**src/rtl/mbm_pkg.sv**
```systemverilog
package mbm_pkg;
   localparam int FIELD_W = 8;

   typedef struct packed {
      logic [FIELD_W-1:0] lat;
      logic [FIELD_W-1:0] rel;
      logic [FIELD_W-1:0] pw;
      logic [FIELD_W-1:0] page;
   } mbm_timing_t;

   typedef enum logic [2:0] {
      ST_BOOT,
      ST_IDLE,
      ST_AHI,
      ST_ALO,
      ST_LAT,
      ST_PULSE,
      ST_REL,
      ST_DONE
   } mbm_state_e;
endpackage

```
**src/rtl/mbm_timer.sv**
```systemverilog
module mbm_timer #(
   parameter int W = 9
) (
   input  logic         clk,
   input  logic         rst_n,
   input  logic         load,
   input  logic [W-1:0] load_val,
   output logic         expired
);
   logic [W-1:0] cnt;

   always_ff @(posedge clk or negedge rst_n) begin
      if (!rst_n)
         cnt <= '0;
      else if (load)
         cnt <= load_val;
      else if (cnt != '0)
         cnt <= cnt - W'(1);
   end

   assign expired = (cnt == '0);

   // once counting, the value only decreases until reloaded
   a_r6_count_down: assert property (@(posedge clk) disable iff (!rst_n)
      (!load && !expired) |=> (cnt < $past(cnt)));
endmodule

```
**src/rtl/mbm_cfg.sv**
```systemverilog
module mbm_cfg #(
   parameter int AD_W = 16
) (
   input  logic                 clk,
   input  logic                 rst_n,
   input  logic                 cap_en,
   input  logic                 cap_hi,
   input  logic [AD_W-1:0]      word,
   input  logic                 commit,
   output mbm_pkg::mbm_timing_t timing
);
   localparam int CW = 2 * AD_W;

   logic [CW-1:0] stage;

   always_ff @(posedge clk or negedge rst_n) begin
      if (!rst_n)
         stage <= '0;
      else if (cap_en) begin
         if (cap_hi)
            stage[CW-1:AD_W] <= word;
         else
            stage[AD_W-1:0] <= word;
      end
   end

   // slowest timing in every field until the header is committed
   always_ff @(posedge clk or negedge rst_n) begin
      if (!rst_n)
         timing <= '1;
      else if (commit)
         timing <= mbm_pkg::mbm_timing_t'(stage);
   end

   // timing only changes on a commit
   a_r3_timing_held: assert property (@(posedge clk) disable iff (!rst_n)
      !$past(commit) |-> $stable(timing));
endmodule

```
**src/rtl/mbm_addr_track.sv**
```systemverilog
module mbm_addr_track #(
   parameter int ADDR_W        = 32,
   parameter int CNT_W         = 16,
   parameter int MAX_BURST     = 256,
   parameter int PAGE_LOG2_MAX = 15,
   parameter int FIELD_W       = 8
) (
   input  logic               clk,
   input  logic               rst_n,
   input  logic               load,
   input  logic [ADDR_W-1:0]  load_addr,
   input  logic [CNT_W-1:0]   load_cnt,
   input  logic               advance,
   input  logic               restart,
   input  logic [FIELD_W-1:0] page_field,
   output logic [ADDR_W-1:0]  cur_addr,
   output logic               last,
   output logic               brk
);
   localparam int BC_W = $clog2(MAX_BURST) + 1;

   logic [CNT_W-1:0]         rem;
   logic [BC_W-1:0]          bcnt;
   logic [FIELD_W-1:0]       k_lim;
   logic [PAGE_LOG2_MAX-1:0] mask;
   logic [PAGE_LOG2_MAX-1:0] widx;

   always_ff @(posedge clk or negedge rst_n) begin
      if (!rst_n) begin
         cur_addr <= '0;
         rem      <= '0;
         bcnt     <= '0;
      end else if (load) begin
         cur_addr <= load_addr;
         rem      <= load_cnt;
         bcnt     <= '0;
      end else if (advance) begin
         cur_addr <= cur_addr + ADDR_W'(2);
         rem      <= rem - CNT_W'(1);
         bcnt     <= bcnt + BC_W'(1);
      end else if (restart) begin
         bcnt     <= '0;
      end
   end

   assign k_lim = (page_field > FIELD_W'(PAGE_LOG2_MAX)) ? FIELD_W'(PAGE_LOG2_MAX) : page_field;

   for (genvar i = 0; i < PAGE_LOG2_MAX; i++) begin : g_mask
      assign mask[i] = (k_lim > FIELD_W'(i));
   end

   assign widx = cur_addr[PAGE_LOG2_MAX:1];
   assign last = (rem == '0);
   assign brk  = ((widx & mask) == '0) || (bcnt == BC_W'(MAX_BURST));

   // an address phase never carries more than MAX_BURST words
   a_r11_burst_cap: assert property (@(posedge clk) disable iff (!rst_n)
      bcnt <= BC_W'(MAX_BURST));
   // no word is fetched past the requested count
   a_r12_no_underflow: assert property (@(posedge clk) disable iff (!rst_n)
      advance |-> (rem != '0));
endmodule

```
**src/rtl/mux_bus_master.sv**
```systemverilog
module mux_bus_master #(
   parameter int AD_W          = 16,
   parameter int CNT_W         = 16,
   parameter int MAX_BURST     = 256,
   parameter int PAGE_LOG2_MAX = 15,
   parameter int ALE_CYC       = 2
) (
   input  logic                clk,
   input  logic                rst_n,
   input  logic                start,
   input  logic [2*AD_W-1:0]   base_addr,
   input  logic [CNT_W-1:0]    word_cnt,
   output logic [AD_W-1:0]     rd_data,
   output logic                rd_valid,
   output logic                done,
   output logic                ale_hi,
   output logic                ale_lo,
   output logic                rd_n,
   output logic [AD_W-1:0]     ad_out,
   output logic                ad_oe,
   input  logic [AD_W-1:0]     ad_in
);
   import mbm_pkg::*;

   localparam int ADDR_W     = 2 * AD_W;
   localparam int TW         = FIELD_W + 1;
   localparam int BOOT_WORDS = 2;

   initial begin
      assert (ADDR_W == 4 * FIELD_W) else $error("config word must fill two lane words");
      assert (MAX_BURST == (1 << $clog2(MAX_BURST))) else $error("MAX_BURST must be a power of two");
      assert (PAGE_LOG2_MAX < ADDR_W) else $error("page span exceeds address");
      assert (ALE_CYC >= 1 && ALE_CYC <= (1 << FIELD_W)) else $error("ALE_CYC out of range");
      assert (CNT_W >= 2) else $error("count too narrow");
   end

   mbm_state_e        state, nxt;
   logic              booting;
   logic              t_load, t_exp;
   logic [TW-1:0]     t_val;
   logic              trk_load, adv, rst_b, commit;
   logic [ADDR_W-1:0] trk_addr, cur_addr;
   logic [CNT_W-1:0]  trk_cnt;
   logic              last, brk;
   logic              sample;
   mbm_timing_t       timing;

   mbm_timer #(.W(TW)) u_timer (
      .clk(clk), .rst_n(rst_n), .load(t_load), .load_val(t_val), .expired(t_exp)
   );

   mbm_cfg #(.AD_W(AD_W)) u_cfg (
      .clk(clk), .rst_n(rst_n),
      .cap_en(sample && booting), .cap_hi(!cur_addr[1]),
      .word(ad_in), .commit(commit), .timing(timing)
   );

   mbm_addr_track #(
      .ADDR_W(ADDR_W), .CNT_W(CNT_W), .MAX_BURST(MAX_BURST),
      .PAGE_LOG2_MAX(PAGE_LOG2_MAX), .FIELD_W(FIELD_W)
   ) u_trk (
      .clk(clk), .rst_n(rst_n),
      .load(trk_load), .load_addr(trk_addr), .load_cnt(trk_cnt),
      .advance(adv), .restart(rst_b), .page_field(timing.page),
      .cur_addr(cur_addr), .last(last), .brk(brk)
   );

   assign sample = (state == ST_PULSE) && t_exp;

   always_comb begin
      nxt      = state;
      t_load   = 1'b0;
      t_val    = '0;
      trk_load = 1'b0;
      trk_addr = base_addr;
      trk_cnt  = word_cnt;
      adv      = 1'b0;
      rst_b    = 1'b0;
      commit   = 1'b0;
      case (state)
         ST_BOOT: begin
            trk_load = 1'b1;
            trk_addr = '0;
            trk_cnt  = CNT_W'(BOOT_WORDS);
            t_load   = 1'b1;
            t_val    = TW'(ALE_CYC - 1);
            nxt      = ST_AHI;
         end
         ST_IDLE: begin
            if (start) begin
               if (word_cnt == '0)
                  nxt = ST_DONE;
               else begin
                  trk_load = 1'b1;
                  t_load   = 1'b1;
                  t_val    = TW'(ALE_CYC - 1);
                  nxt      = ST_AHI;
               end
            end
         end
         ST_AHI: if (t_exp) begin
            t_load = 1'b1;
            t_val  = TW'(ALE_CYC - 1);
            nxt    = ST_ALO;
         end
         ST_ALO: if (t_exp) begin
            t_load = 1'b1;
            t_val  = TW'(timing.lat);
            nxt    = ST_LAT;
         end
         ST_LAT: if (t_exp) begin
            t_load = 1'b1;
            t_val  = TW'(timing.pw);
            nxt    = ST_PULSE;
         end
         ST_PULSE: if (t_exp) begin
            adv    = 1'b1;
            t_load = 1'b1;
            t_val  = TW'(timing.rel);
            nxt    = ST_REL;
         end
         ST_REL: if (t_exp) begin
            if (last)
               nxt = ST_DONE;
            else if (brk) begin
               rst_b  = 1'b1;
               t_load = 1'b1;
               t_val  = TW'(ALE_CYC - 1);
               nxt    = ST_AHI;
            end else begin
               t_load = 1'b1;
               t_val  = TW'(timing.pw);
               nxt    = ST_PULSE;
            end
         end
         ST_DONE: begin
            commit = booting;
            nxt    = ST_IDLE;
         end
         default: nxt = ST_IDLE;
      endcase
   end

   always_ff @(posedge clk or negedge rst_n) begin
      if (!rst_n) begin
         state   <= ST_BOOT;
         booting <= 1'b1;
      end else begin
         state <= nxt;
         if (state == ST_DONE)
            booting <= 1'b0;
      end
   end

   always_ff @(posedge clk or negedge rst_n) begin
      if (!rst_n) begin
         rd_valid <= 1'b0;
         rd_data  <= '0;
      end else begin
         rd_valid <= sample && !booting;
         if (sample && !booting)
            rd_data <= ad_in;
      end
   end

   assign ale_hi = (state == ST_AHI);
   assign ale_lo = (state == ST_AHI) || (state == ST_ALO);
   assign rd_n   = (state != ST_PULSE);
   assign ad_out = (state == ST_AHI) ? cur_addr[ADDR_W-1:AD_W] : cur_addr[AD_W-1:0];
   assign ad_oe  = (state == ST_AHI) || (state == ST_ALO) || ((state == ST_LAT) && !t_exp);
   assign done   = (state == ST_DONE);

   // never drive the lane while the memory may be driving it
   a_r8_lane_released: assert property (@(posedge clk) disable iff (!rst_n)
      !rd_n |-> !ad_oe);
   // lane released one clock ahead of the strobe
   a_r8_turnaround: assert property (@(posedge clk) disable iff (!rst_n)
      $fell(rd_n) |-> !$past(ad_oe));
   // upper half only with both latch enables high
   a_r4_upper_both: assert property (@(posedge clk) disable iff (!rst_n)
      ale_hi |-> ale_lo);
   // lower half phase follows the upper half
   a_r4_lower_follows: assert property (@(posedge clk) disable iff (!rst_n)
      $fell(ale_hi) |-> ale_lo);
   // data presented in the clock the strobe returns high
   a_r9_valid_at_rise: assert property (@(posedge clk) disable iff (!rst_n)
      rd_valid |-> $rose(rd_n));
   // done only while the bus is quiet
   a_r12_done_quiet: assert property (@(posedge clk) disable iff (!rst_n)
      done |-> (rd_n && !ale_lo));
endmodule

```
**config.mk**
```make
export PLATFORM = sky130hd
export DESIGN_NAME = mux_bus_master
export DESIGN_NICKNAME = d
export VERILOG_FILES = /design/src/rtl/mbm_pkg.sv /design/src/rtl/mbm_timer.sv /design/src/rtl/mbm_cfg.sv /design/src/rtl/mbm_addr_track.sv /design/src/rtl/mux_bus_master.sv
export SDC_FILE = /design/constraint.sdc
export NUM_CORES = 1
export LEC_CHECK = 0
export BUFFER_PORTS_ARGS = -buffer_cell sky130_fd_sc_hd__buf_2
export CAP_MARGIN = 40
export CORE_UTILIZATION = 27
export DETAILED_ROUTE_END_ITERATION = 8
export SETUP_SLACK_MARGIN = 0.15
export SYNTH_ARGS = -nofsm -noshare
export SYNTH_HDL_FRONTEND = slang
export SYNTH_SLANG_ARGS = --single-unit
```
**constraint.sdc**
```tcl
create_clock -name clk -period 2.4 [get_ports clk]
set_clock_uncertainty 0.05 [all_clocks]
set_input_delay 0.48 -clock clk [delete_from_list [all_inputs] [get_ports clk]]
set_output_delay 0.48 -clock clk [all_outputs]
set_load 0.02 [all_outputs]
```
==> summary.txt <==
Power
  – PwrDens: 928 nW/um^2
  – Peak VDD IR: 370 uV
  – Leakage: 4.93 nW

Setup path
  – CP Launch Type: register
  – Worst setup EP type: primary output
  – Worst path required time: 1.87 ns
  – Crit path from: state[1]
  – Largest fanout on the critical path: 4
  – R2R depth: 11
  – Crit path DAT: 1.87 ns
  – Critical register-to-register path startpoint: u_timer.cnt[1]
  – Setup Crit Path Kind: reg2out

Timing
  – Final hold violation count: 0
  – Slew @ Worst Pin: 0.540 ns
  – Slew HR: 64.0%
  – Setup TNS: 0 ns
  – Final setup fails: 0
  – Hold Slack: 0.209 ns
  – Min cycle time layout: 2.40 ns
  – Final Max Tran Viols: 0
  – Tcrit/Tclk final: 99.8%
  – RSZ-0062 raised after global routing: yes
  – Max Clock Freq: 417 MHz

Synth
  – Ys flop type: dfrtp_1
  – Yosys top cell area share: 37.5%
  – Post-synth EDFFs: 0
  – Cell area after synthesis: 7880 sq um
  – Gate Count Post-Synth: 760
  – Async SR Flop Fraction: 100%
  – Top cells by area, synth: dfrtp_1, mux2_2, dfstp_2, nand2_1, xnor2_1
  – Register area share after synthesis: 48.5%
  – Yosys top cell by area: dfrtp_1
  – Avg Synthesized Cell Area: 10.4 sq um
  – Syn nets: 832
  – Yosys warning total: 0
  – Yosys cell types: 64
  – Post-synthesis register bit count: 151

Run
  – Max-cap check violation count: 0

Drt
  – Vias per cell: 5.15
  – DRC Markers: 0
  – Routed WL: 24,400 microns
  – Via count: 6,885
  – TritonRoute pass-1 iters: 5
  – DR WL/cell: 18.2 microns
  – DRT antenna net count: 0
  – Drt initial violations: 630

Hold path
  – Hold path cells: 3
  – Worst hold path type: in2reg
  – HP Start: base_addr[11]

Floorplan
  – Die ar.: 29,900 sq um
  – # IOs: 105
  – FP Rows: 62
  – Die height: 173 microns
  – Die W: 173 microns
  – Core area: 28,700 sq um
  – Initial Util: 27.5%

CTS
  – Clock latency on the worst-skew pair: 0.44 ns
  – Clk root buf: clkbuf_16
  – Clk sinks: 151
  – Clk buf depth: 2
  – Worst-path clk slew: 0.07 ns
  – TritonCTS clock tree: done
  – CTS Buf Count: 17
  – H-tree Lvls: 4

Cells and area
  – Final #Nets: 1,011
  – Number of antenna diodes: 0
  – Proportion of layout cells with a drive suffix above 1: 45.6%
  – Final core occ: 38.8%
  – Synth-to-layout area growth: 41.3%

Global route
  – Pin count of the biggest net entering global routing: 56
  – Global route overflow: 0
  – First-pass GRT wire length: 37,100 microns
  – GRT Util Overall: 15.8%
  – Initial antenna violation count: 1
  – Vias in the first global route: 6,655

Place
  – IO buf count: 104
  – DP Wirelength: 16,000 microns
  – Gp weighted congestion: 0.863

Run status
  – Status: completed
## through the flow
step,setup WS [ns],instances,total power [mW],instance area (sq um)
final,0.00405,1336,10.3,11100
after global routing,-0.0388,1336,10.8,11100
after CTS,-0.00813,1321,10.0,10700
after detailed placement,0.113,1263,6.50,9320
after global placement,0.143,1263,6.47,9320
after floorplan,0.154,760,5.38,7930
## flip-flops by register name, summed over array words and instances (netlist names)
register	count
u_cfg.stage	32
u_cfg.timing	32
u_trk.cur_addr	32
rd_data	16
u_trk.rem	16
u_timer.cnt	9
u_trk.bcnt	9
state	3
booting	1
rd_valid	1
## power breakdown
| group | internal (mW) | switching (mW) |
|---|---|---|
| logic | 2.02 | 1.81 |
| clock network | 1.51 | 1.22 |
| registers | 3.05 | 0.727 |
## routing by layer
layer	up-vias	share of wire (%)	GRT usage [%]	wire (microns)
met5	-	0.053	0	13
met4	2	1.5	4.54	376
met3	34	6.7	3.65	1630
met2	272	46	24.2	11300
met1	3438	45	22.1	11100
li1	3139	-	-	-
## cell type report
type	instances	area [sq um]
clock inverter	14	158
timing repair buffer	204	1800
multi-input combinational	552	4390
fill	2854	17600
inverter	13	48.8
tap	384	480
sequential	151	3820
clock buffer	18	439
## logic make-up (layout without fill, tap and decap cells)
logic type	after synthesis	after routing	synth area share, %
compound gates	164	164	14.3
xor+xnor	30	30	3.33
fa+ha+maj	5	5	0.794
buf+inv	57	249	2.95
flops	151	151	48.5
mux	99	99	14.1
simple gates	254	254	16.0
## cell usage after synthesis, drive strengths merged (13+ instances only)
| cell | instances |
|---|---|
| a21oi | 34 |
| a22o | 15 |
| buf | 15 |
| clkbuf | 29 |
| dfrtp | 118 |
| dfstp | 33 |
| inv | 13 |
| mux2 | 97 |
| nand2 | 84 |
| nand3 | 27 |
| nor2 | 45 |
| nor3 | 20 |
| o21ai | 40 |
| xnor2 | 21 |
## final timing paths
kind	endpoint	slack (ns)
max in group asynchronous	u_cfg.timing[19]	1.10
min in group asynchronous	rd_valid	0.52
min reg2reg	u_cfg.stage[6]	0.44
min	u_trk.cur_addr[11]	0.21
max reg2reg	u_trk.rem[13]	0.07
max	ad_out[9]	0.004
## cell usage in the layout, fill, tap and decap left out, types with 12 or more instances in the layout
master	count
dfstp_2	33
xnor2_1	21
buf_2	86
nand3_1	24
nand2_1	73
dfrtp_1	115
a22o_1	15
clkbuf_16	20
nand4_1	12
mux2_4	48
buf_4	57
buf_6	34
nor2_1	39
mux2_2	45
a21oi_1	34
buf_12	15
o21ai_0	29
## worst max-delay path, stage by stage (launching register included)
cell       delay [ns]
dfrtp_1          0.37
buf_6            0.12
nand2b_4         0.06
nor2_4           0.16
buf_12           0.14
clkbuf_16        0.14
mux2_4           0.31
buf_6            0.13
## repair_timing
action | in CTS | in global routing
gates resized for setup | 118 | 73
hold buffers | 1 | 0
setup endpoints to repair | 59 | 102
cloned | 4 | 3
buffers inserted | 21 | 12
pin swaps | 10 | 31
hold endpoints to repair | 33 | 0
(Power assumes the default switching activity.)
